$ cat src/rtl/cfgsp_pkg.sv
package cfgsp_pkg;
  localparam int ADDR_W  = 8;
  localparam int DATA_W  = 16;
  localparam int FRAME_W = ADDR_W + DATA_W;
  localparam int CNT_W   = $clog2(FRAME_W + 1);

  // Data occupies the upper bits so that an LSB-first right shift lands
  // address bits in [7:0] and the word in [23:8].
  typedef struct packed {
    logic [DATA_W-1:0] data;
    logic [ADDR_W-1:0] addr;
  } frame_t;
endpackage

$ cat src/rtl/cfgsp_sync.sv
module cfgsp_sync #(
  parameter int          W      = 3,
  parameter int          STAGES = 2,
  parameter logic [W-1:0] RST_VAL = '0
) (
  input  logic         clk,
  input  logic         rst_n,
  input  logic [W-1:0] d,
  output logic [W-1:0] q
);
  logic [STAGES-1:0][W-1:0] stg;

  always_ff @(posedge clk or negedge rst_n) begin
    if (!rst_n) stg <= {STAGES{RST_VAL}};
    else        stg <= {stg[STAGES-2:0], d};
  end

  assign q = stg[STAGES-1];
endmodule

$ cat src/rtl/cfgsp_shifter.sv
module cfgsp_shifter
  import cfgsp_pkg::*;
(
  input  logic   clk,
  input  logic   rst_n,
  input  logic   cs_n_s,
  input  logic   sck_s,
  input  logic   sdi_s,
  output frame_t frame,
  output logic   commit
);
  logic [FRAME_W-1:0] sr;
  logic [CNT_W-1:0]   cnt;
  logic               sck_d, cs_d;
  logic               sck_rise, cs_rise;

  assign sck_rise = sck_s & ~sck_d;
  assign cs_rise  = cs_n_s & ~cs_d;

  always_ff @(posedge clk or negedge rst_n) begin
    if (!rst_n) begin
      sr    <= '0;
      cnt   <= '0;
      sck_d <= 1'b0;
      cs_d  <= 1'b1;
    end else begin
      sck_d <= sck_s;
      cs_d  <= cs_n_s;
      if (cs_n_s) begin
        sr  <= '0;
        cnt <= '0;
      end else if (sck_rise && cnt < CNT_W'(FRAME_W)) begin
        sr  <= {sdi_s, sr[FRAME_W-1:1]};
        cnt <= cnt + 1'b1;
      end
    end
  end

  assign frame  = frame_t'(sr);
  assign commit = cs_rise && (cnt == CNT_W'(FRAME_W));

  AST_CNT_BOUND: assert property (@(posedge clk) disable iff (!rst_n)
    cnt <= CNT_W'(FRAME_W));
  AST_IDLE_CLEAR: assert property (@(posedge clk) disable iff (!rst_n)
    cs_n_s |=> (cnt == '0));
endmodule

$ cat src/rtl/cfgsp_bank.sv
module cfgsp_bank #(
  parameter int          ADDR_W = 8,
  parameter int          DATA_W = 16,
  parameter int          NREG   = 9,
  parameter logic [7:0]  BASE   = 8'hF0
) (
  input  logic                   clk,
  input  logic                   rst_n,
  input  logic                   wr,
  input  logic [ADDR_W-1:0]      addr,
  input  logic [DATA_W-1:0]      data,
  output logic [NREG*DATA_W-1:0] regs_flat
);
  logic [NREG-1:0] hit;
  logic            in_win;

  assign in_win = (addr >= ADDR_W'(BASE)) && (addr < ADDR_W'(BASE + NREG));

  for (genvar i = 0; i < NREG; i++) begin : g_reg
    assign hit[i] = wr && (addr == ADDR_W'(BASE + i));
    always_ff @(posedge clk or negedge rst_n) begin
      if (!rst_n)      regs_flat[i*DATA_W +: DATA_W] <= '0;
      else if (hit[i]) regs_flat[i*DATA_W +: DATA_W] <= data;
    end
  end

  AST_ONE_HIT: assert property (@(posedge clk) disable iff (!rst_n)
    $onehot0(hit));
  AST_HOLD_NO_WRITE: assert property (@(posedge clk) disable iff (!rst_n)
    !(wr && in_win) |=> $stable(regs_flat));
endmodule

$ cat src/rtl/cfg_serial_port.sv
module cfg_serial_port
  import cfgsp_pkg::*;
#(
  parameter int         NREG        = 9,
  parameter logic [7:0] BASE        = 8'hF0,
  parameter int         SYNC_STAGES = 2
) (
  input  logic                   clk,
  input  logic                   rst_n,
  input  logic                   cs_n,
  input  logic                   sck,
  input  logic                   sdi,
  output logic [NREG*DATA_W-1:0] regs_flat,
  output logic [7:0]             gain,
  output logic [2:0]             mon_sel
);
  localparam int GAIN_IDX = 0;
  localparam int MON_IDX  = 4;

  logic [2:0] lines_s;
  frame_t     frame;
  logic       commit;

  cfgsp_sync #(.W(3), .STAGES(SYNC_STAGES), .RST_VAL(3'b100)) u_sync (
    .clk(clk), .rst_n(rst_n), .d({cs_n, sck, sdi}), .q(lines_s)
  );

  cfgsp_shifter u_shift (
    .clk(clk), .rst_n(rst_n),
    .cs_n_s(lines_s[2]), .sck_s(lines_s[1]), .sdi_s(lines_s[0]),
    .frame(frame), .commit(commit)
  );

  cfgsp_bank #(.ADDR_W(ADDR_W), .DATA_W(DATA_W), .NREG(NREG), .BASE(BASE)) u_bank (
    .clk(clk), .rst_n(rst_n), .wr(commit),
    .addr(frame.addr), .data(frame.data), .regs_flat(regs_flat)
  );

  assign gain    = regs_flat[GAIN_IDX*DATA_W +: 8];
  assign mon_sel = regs_flat[MON_IDX*DATA_W +: 3];

  AST_COMMIT_ON_RISE: assert property (@(posedge clk) disable iff (!rst_n)
    commit |-> lines_s[2]);
endmodule

$ cat config.mk
export PLATFORM = sky130hd
export DESIGN_NAME = cfg_serial_port
export DESIGN_NICKNAME = d
export VERILOG_FILES = /design/src/rtl/cfgsp_pkg.sv /design/src/rtl/cfgsp_sync.sv /design/src/rtl/cfgsp_shifter.sv /design/src/rtl/cfgsp_bank.sv /design/src/rtl/cfg_serial_port.sv
export SDC_FILE = /design/constraint.sdc
export NUM_CORES = 1
export LEC_CHECK = 0
export BUFFER_PORTS_ARGS = -buffer_cell sky130_fd_sc_hd__buf_4
export CELL_PAD_IN_SITES_DETAIL_PLACEMENT = 1
export CELL_PAD_IN_SITES_GLOBAL_PLACEMENT = 2
export CORE_ASPECT_RATIO = 1.4
export CORE_MARGIN = 1.5
export CORE_UTILIZATION = 38
export DETAILED_ROUTE_END_ITERATION = 10
export GPL_TIMING_DRIVEN = 0
export HOLD_SLACK_MARGIN = 0.02
export PLACE_DENSITY_LB_ADDON = 0.1
export SETUP_SLACK_MARGIN = 0.3
export SLEW_MARGIN = 20
export SYNTH_ARGS = -nofsm -noshare
export SYNTH_HDL_FRONTEND = slang
export SYNTH_SLANG_ARGS = --single-unit
$ cat constraint.sdc
create_clock -name clk -period 2.1 [get_ports clk]
set_input_delay 0.21 -clock clk [delete_from_list [all_inputs] [get_ports clk]]
set_output_delay 0.21 -clock clk [all_outputs]
set_load 0.005 [all_outputs]
==> impl_metrics.json <==
{
  "min_period_ns": 1.80,
  "maxCapViolations": 0,
  "routedWlPerCell_um": 20.1,
  "antenna_violations_before_repair": 0,
  "worst_ir_drop_vdd_mv": 0.466,
  "worst_setup_hold_path_clk_slew_ns": 0.07,
  "critPathCaptureType": "register",
  "unrepaired_setup_endpoints_after_global_routing": "true",
  "cp_top_family": "buffers and inverters",
  "globalRouteTotalUtil": 0.190,
  "drc_errors": 0,
  "worst_path_slowest_cell": "dfrtp_1",
  "holdPathStages": 0,
  "tritoncts": "built",
  "clock-skew-final_ns": 0.0111,
  "clkSinkCount": 181,
  "finalWeightedCongestion": 0.724,
  "area_occupied_by_multi_input_gates_mm2": 0.00285,
  "worst_setup_path_start_kind": "register",
  "post_synthesis_share_of_cell_area_spent_on_and_or_nand_and_nor_gates": 0.0715,
  "netlist_instances": 498,
  "path_depth_of_the_worst_reg2reg_path": 7,
  "max_freq_ghz": 0.557,
  "worst-path-buf-inv": 3,
  "synth_seq_cells": 181,
  "rrSetupSlack_ns": 0.30,
  "wire_length_of_the_first_global_routing_pass_um": 30100,
  "mappedNetlistNets": 505,
  "utilization": 0.513,
  "clk_root_buffer_cell": "clkbuf_16",
  "clk-insertion-delay-late_ns": 0.43,
  "fin_crit_sh": 0.855,
  "worstPathCellList": "inv_2 > ha_4 > and4bb_4 > buf_16 > nand4_4 > clkbuf_16 > mux2_4",
  "slowest_delay_ns": 0.39,
  "synth-adder-area-share": 0.00323,
  "numPortBuffers": 159,
  "cp.arrival_ns": 2.11,
  "grt_max_degree": 101,
  "ant_nets": 0,
  "rows": 61,
  "ys_seq_area_frac": 0.584,
  "holdCritStartpoint": "u_sync.stg[0]",
  "route.vias.total": 4798,
  "synth_mux_area_frac": 0.253,
  "fin_setup_tns_ns": 0,
  "synthesis.area_per_instance_um2": 15.6,
  "areaGrowthSynthToFinish_pct": 31.8,
  "worst-path-max-fanout": 5,
  "clock_tree.buffer_depth": 2,
  "min-delay-path-class": "register to register",
  "slew-limit-headroom": 0.490,
  "floorplan.die.height_um": 172,
  "fillcell_total": 1965,
  "yosys.area_share.xor_xnor": 0,
  "finalWirelength_um": 19400,
  "coreArea_mm2": 0.0199,
  "reg2reg_to": "u_bank.regs_flat[69]",
  "crit_type": "register to register",
  "synth_top_family_by_area": "multiplexers",
  "report.final.setup_viol": 0,
  "cell_area_after_synthesis_mm2": 0.00776,
  "cts.htree.levels": 4,
  "post-dp-hpwl_um": 13400,
  "vias_in_the_first_global_route": 5131,
  "cts-buffers-inserted": 17,
  "drt-initial-drc-count": 131,
  "drive_gt1_frac": 0.571,
  "ioPinCount": 160,
  "worstMarginPinSlew_ns": 0.765,
  "finalHoldViolations": 0,
  "insertedDiodeCount": 0,
  "synth.distinct_cells": 29,
  "detail_route.vias_per_cell": 4.99,
  "holdPathEnd": "u_sync.q[0]",
  "slew_viol_final": 0,
  "power.density_mw_per_mm2": 693,
  "p_leak_nw": 5.47,
  "r2r_start": "u_shift.cnt[0]",
  "overflow": 0,
  "timing.critical_path.required_ns": 2.41,
  "start_util": 0.389,
  "synth_compound_area_frac": 0.0379,
  "drtPass1Iterations": 4,
  "status": "finished clean",
  "die_w_um": 124,
  "finish.net_count": 703,
  "ys_warn_count": 0,
  "regArea_mm2": 0.00453,
  "total_die_area_mm2": 0.0213
}
-- layout make-up --
| cell class | count | area share |
|---|---|---|
| Timing Repair Buffer | 179 | 0.141 |
| Clock buffer | 18 | 0.0430 |
| Tap cell | 252 | 0.0308 |
| Inverter | 3 | 0.00110 |
| Sequential cell | 181 | 0.443 |
| Buffer | 57 | 0.0431 |
| Clock inverter | 14 | 0.0186 |
| Multi-Input combinational cell | 257 | 0.279 |
-- report_power, final --
group / switching (W) / internal (W) / total, W
Sequential: 0.00000527 / 0.00350 / 0.00350
Combinational: 0.000120 / 0.0000449 / 0.000165
Clock: 0.00147 / 0.00195 / 0.00342
-- worst reg2reg max path, stage by stage, from the launching register on --
cell       delay (ns)
dfrtp_1          0.39
inv_2            0.08
ha_4             0.13
and4bb_4         0.29
buf_16           0.14
nand4_4          0.14
clkbuf_16        0.22
mux2_4           0.29
-- Yosys cell counts --
| library cell | instances | area share |
|---|---|---|
| buf_4 | 14 | 0.014 |
| a41oi_1 | 1 | 0.0011 |
| and4bb_1 | 1 | 0.0016 |
| nand4_4 | 9 | 0.025 |
| and4_1 | 1 | 0.0011 |
| nand2_1 | 1 | 0.00048 |
| nor4b_4 | 4 | 0.012 |
| inv_1 | 3 | 0.0015 |
| dfstp_2 | 3 | 0.010 |
| or3_1 | 1 | 0.00081 |
| clkbuf_1 | 29 | 0.014 |
| nand3_1 | 27 | 0.017 |
| mux2_2 | 54 | 0.078 |
| mux2_4 | 90 | 0.17 |
| or4_1 | 1 | 0.00097 |
| nand2b_1 | 1 | 0.00081 |
| nor4_4 | 1 | 0.0027 |
| buf_8 | 2 | 0.0039 |
| o21ai_0 | 26 | 0.017 |
| nor2b_1 | 1 | 0.00081 |
| nor2_1 | 1 | 0.00048 |
| and4b_1 | 1 | 0.0013 |
| ha_1 | 2 | 0.0032 |
| buf_6 | 12 | 0.017 |
| a21oi_1 | 28 | 0.018 |
| o31ai_1 | 2 | 0.0019 |
| and2_4 | 1 | 0.0011 |
| and4bb_2 | 3 | 0.0048 |
| dfrtp_1 | 178 | 0.57 |
-- cell usage in the layout (no fill, tap or decap), types with 2 or more instances in the layout --
cell type / netlist / final
buf_8: 2 / 5
buf_12: 0 / 7
inv_8: 0 / 4
nor4b_4: 4 / 4
mux2_2: 54 / 54
o31ai_1: 2 / 2
mux2_4: 90 / 90
inv_6: 0 / 4
bufinv_16: 0 / 3
and4bb_2: 3 / 3
nand4_4: 9 / 9
clkbuf_16: 0 / 18
dfrtp_1: 178 / 178
dfstp_2: 3 / 3
buf_4: 14 / 180
a21oi_1: 28 / 28
clkinvlp_4: 0 / 2
buf_16: 0 / 2
clkbuf_1: 29 / 28
buf_6: 12 / 8
o21ai_0: 26 / 26
inv_2: 0 / 2
dlygate4sd3_1: 0 / 4
nand3_1: 27 / 27
-- through the flow --
step | cells | instance area (um^2) | worst slack (ns) | hold slack, ns | power, W
final | 961 | 10200 | 0.305 | 0.353 | 0.00709
after global routing | 961 | 10200 | 0.261 | 0.364 | 0.00734
after CTS | 960 | 10200 | 0.231 | 0.357 | 0.00717
after detailed placement | 910 | 9300 | -0.00325 | 0.317 | 0.00372
after global placement | 909 | 9270 | -0.281 | 0.319 | 0.00370
after floorplan | 498 | 7760 | 0.361 | -0.0856 | 0.00361
-- state kept, by name (all words and copies together), names as in the netlist --
register,flops
u_bank.regs_flat,144
u_shift.cnt,5
u_shift.cs_d,1
u_shift.frame,24
u_shift.sck_d,1
u_sync.q,3
u_sync.stg,3
-- kinds of logic after synthesis --
kind of cell             count (synthesis)
AO/OA/AOI/OAI                           57
buffers and inverters                   60
multiplexers                           144
adder cells (fa/ha/maj)                  2
flip-flops                             181
AND/OR/NAND/NOR                         54
-- per-layer routing --
metal | GRT usage | up-vias | part of all wire
li1 | - | 2157 | -
met1 | 0.246 | 2530 | 0.43
met2 | 0.325 | 94 | 0.52
met3 | 0.0366 | 17 | 0.034
met4 | 0.0510 | 0 | 0.013
met5 | 0 | - | 0
-- repair_timing --
item                                   CTS  global route
endpoints found under the hold margin   99             0
hold buffers                             4             0
setup buffers                           12             1
setup endpoints to repair              105           149
cloned                                   2             0
pin swaps                                9             1
resized for setup                       16            13
-- worst max path at each step --
stage	from	to	cells past startpoint
after global routing	u_sync.q[1]	u_shift.frame[8]	5
after floorplan	u_shift.cnt[0]	u_bank.regs_flat[101]	7
final	u_shift.cnt[0]	u_bank.regs_flat[69]	7
after global placement	rst_n	u_bank.regs_flat[0]	1
after CTS	u_shift.cnt[0]	u_bank.regs_flat[64]	7
after detailed placement	u_shift.cnt[0]	u_bank.regs_flat[14]	7
Power figures use the tool's default switching activity.
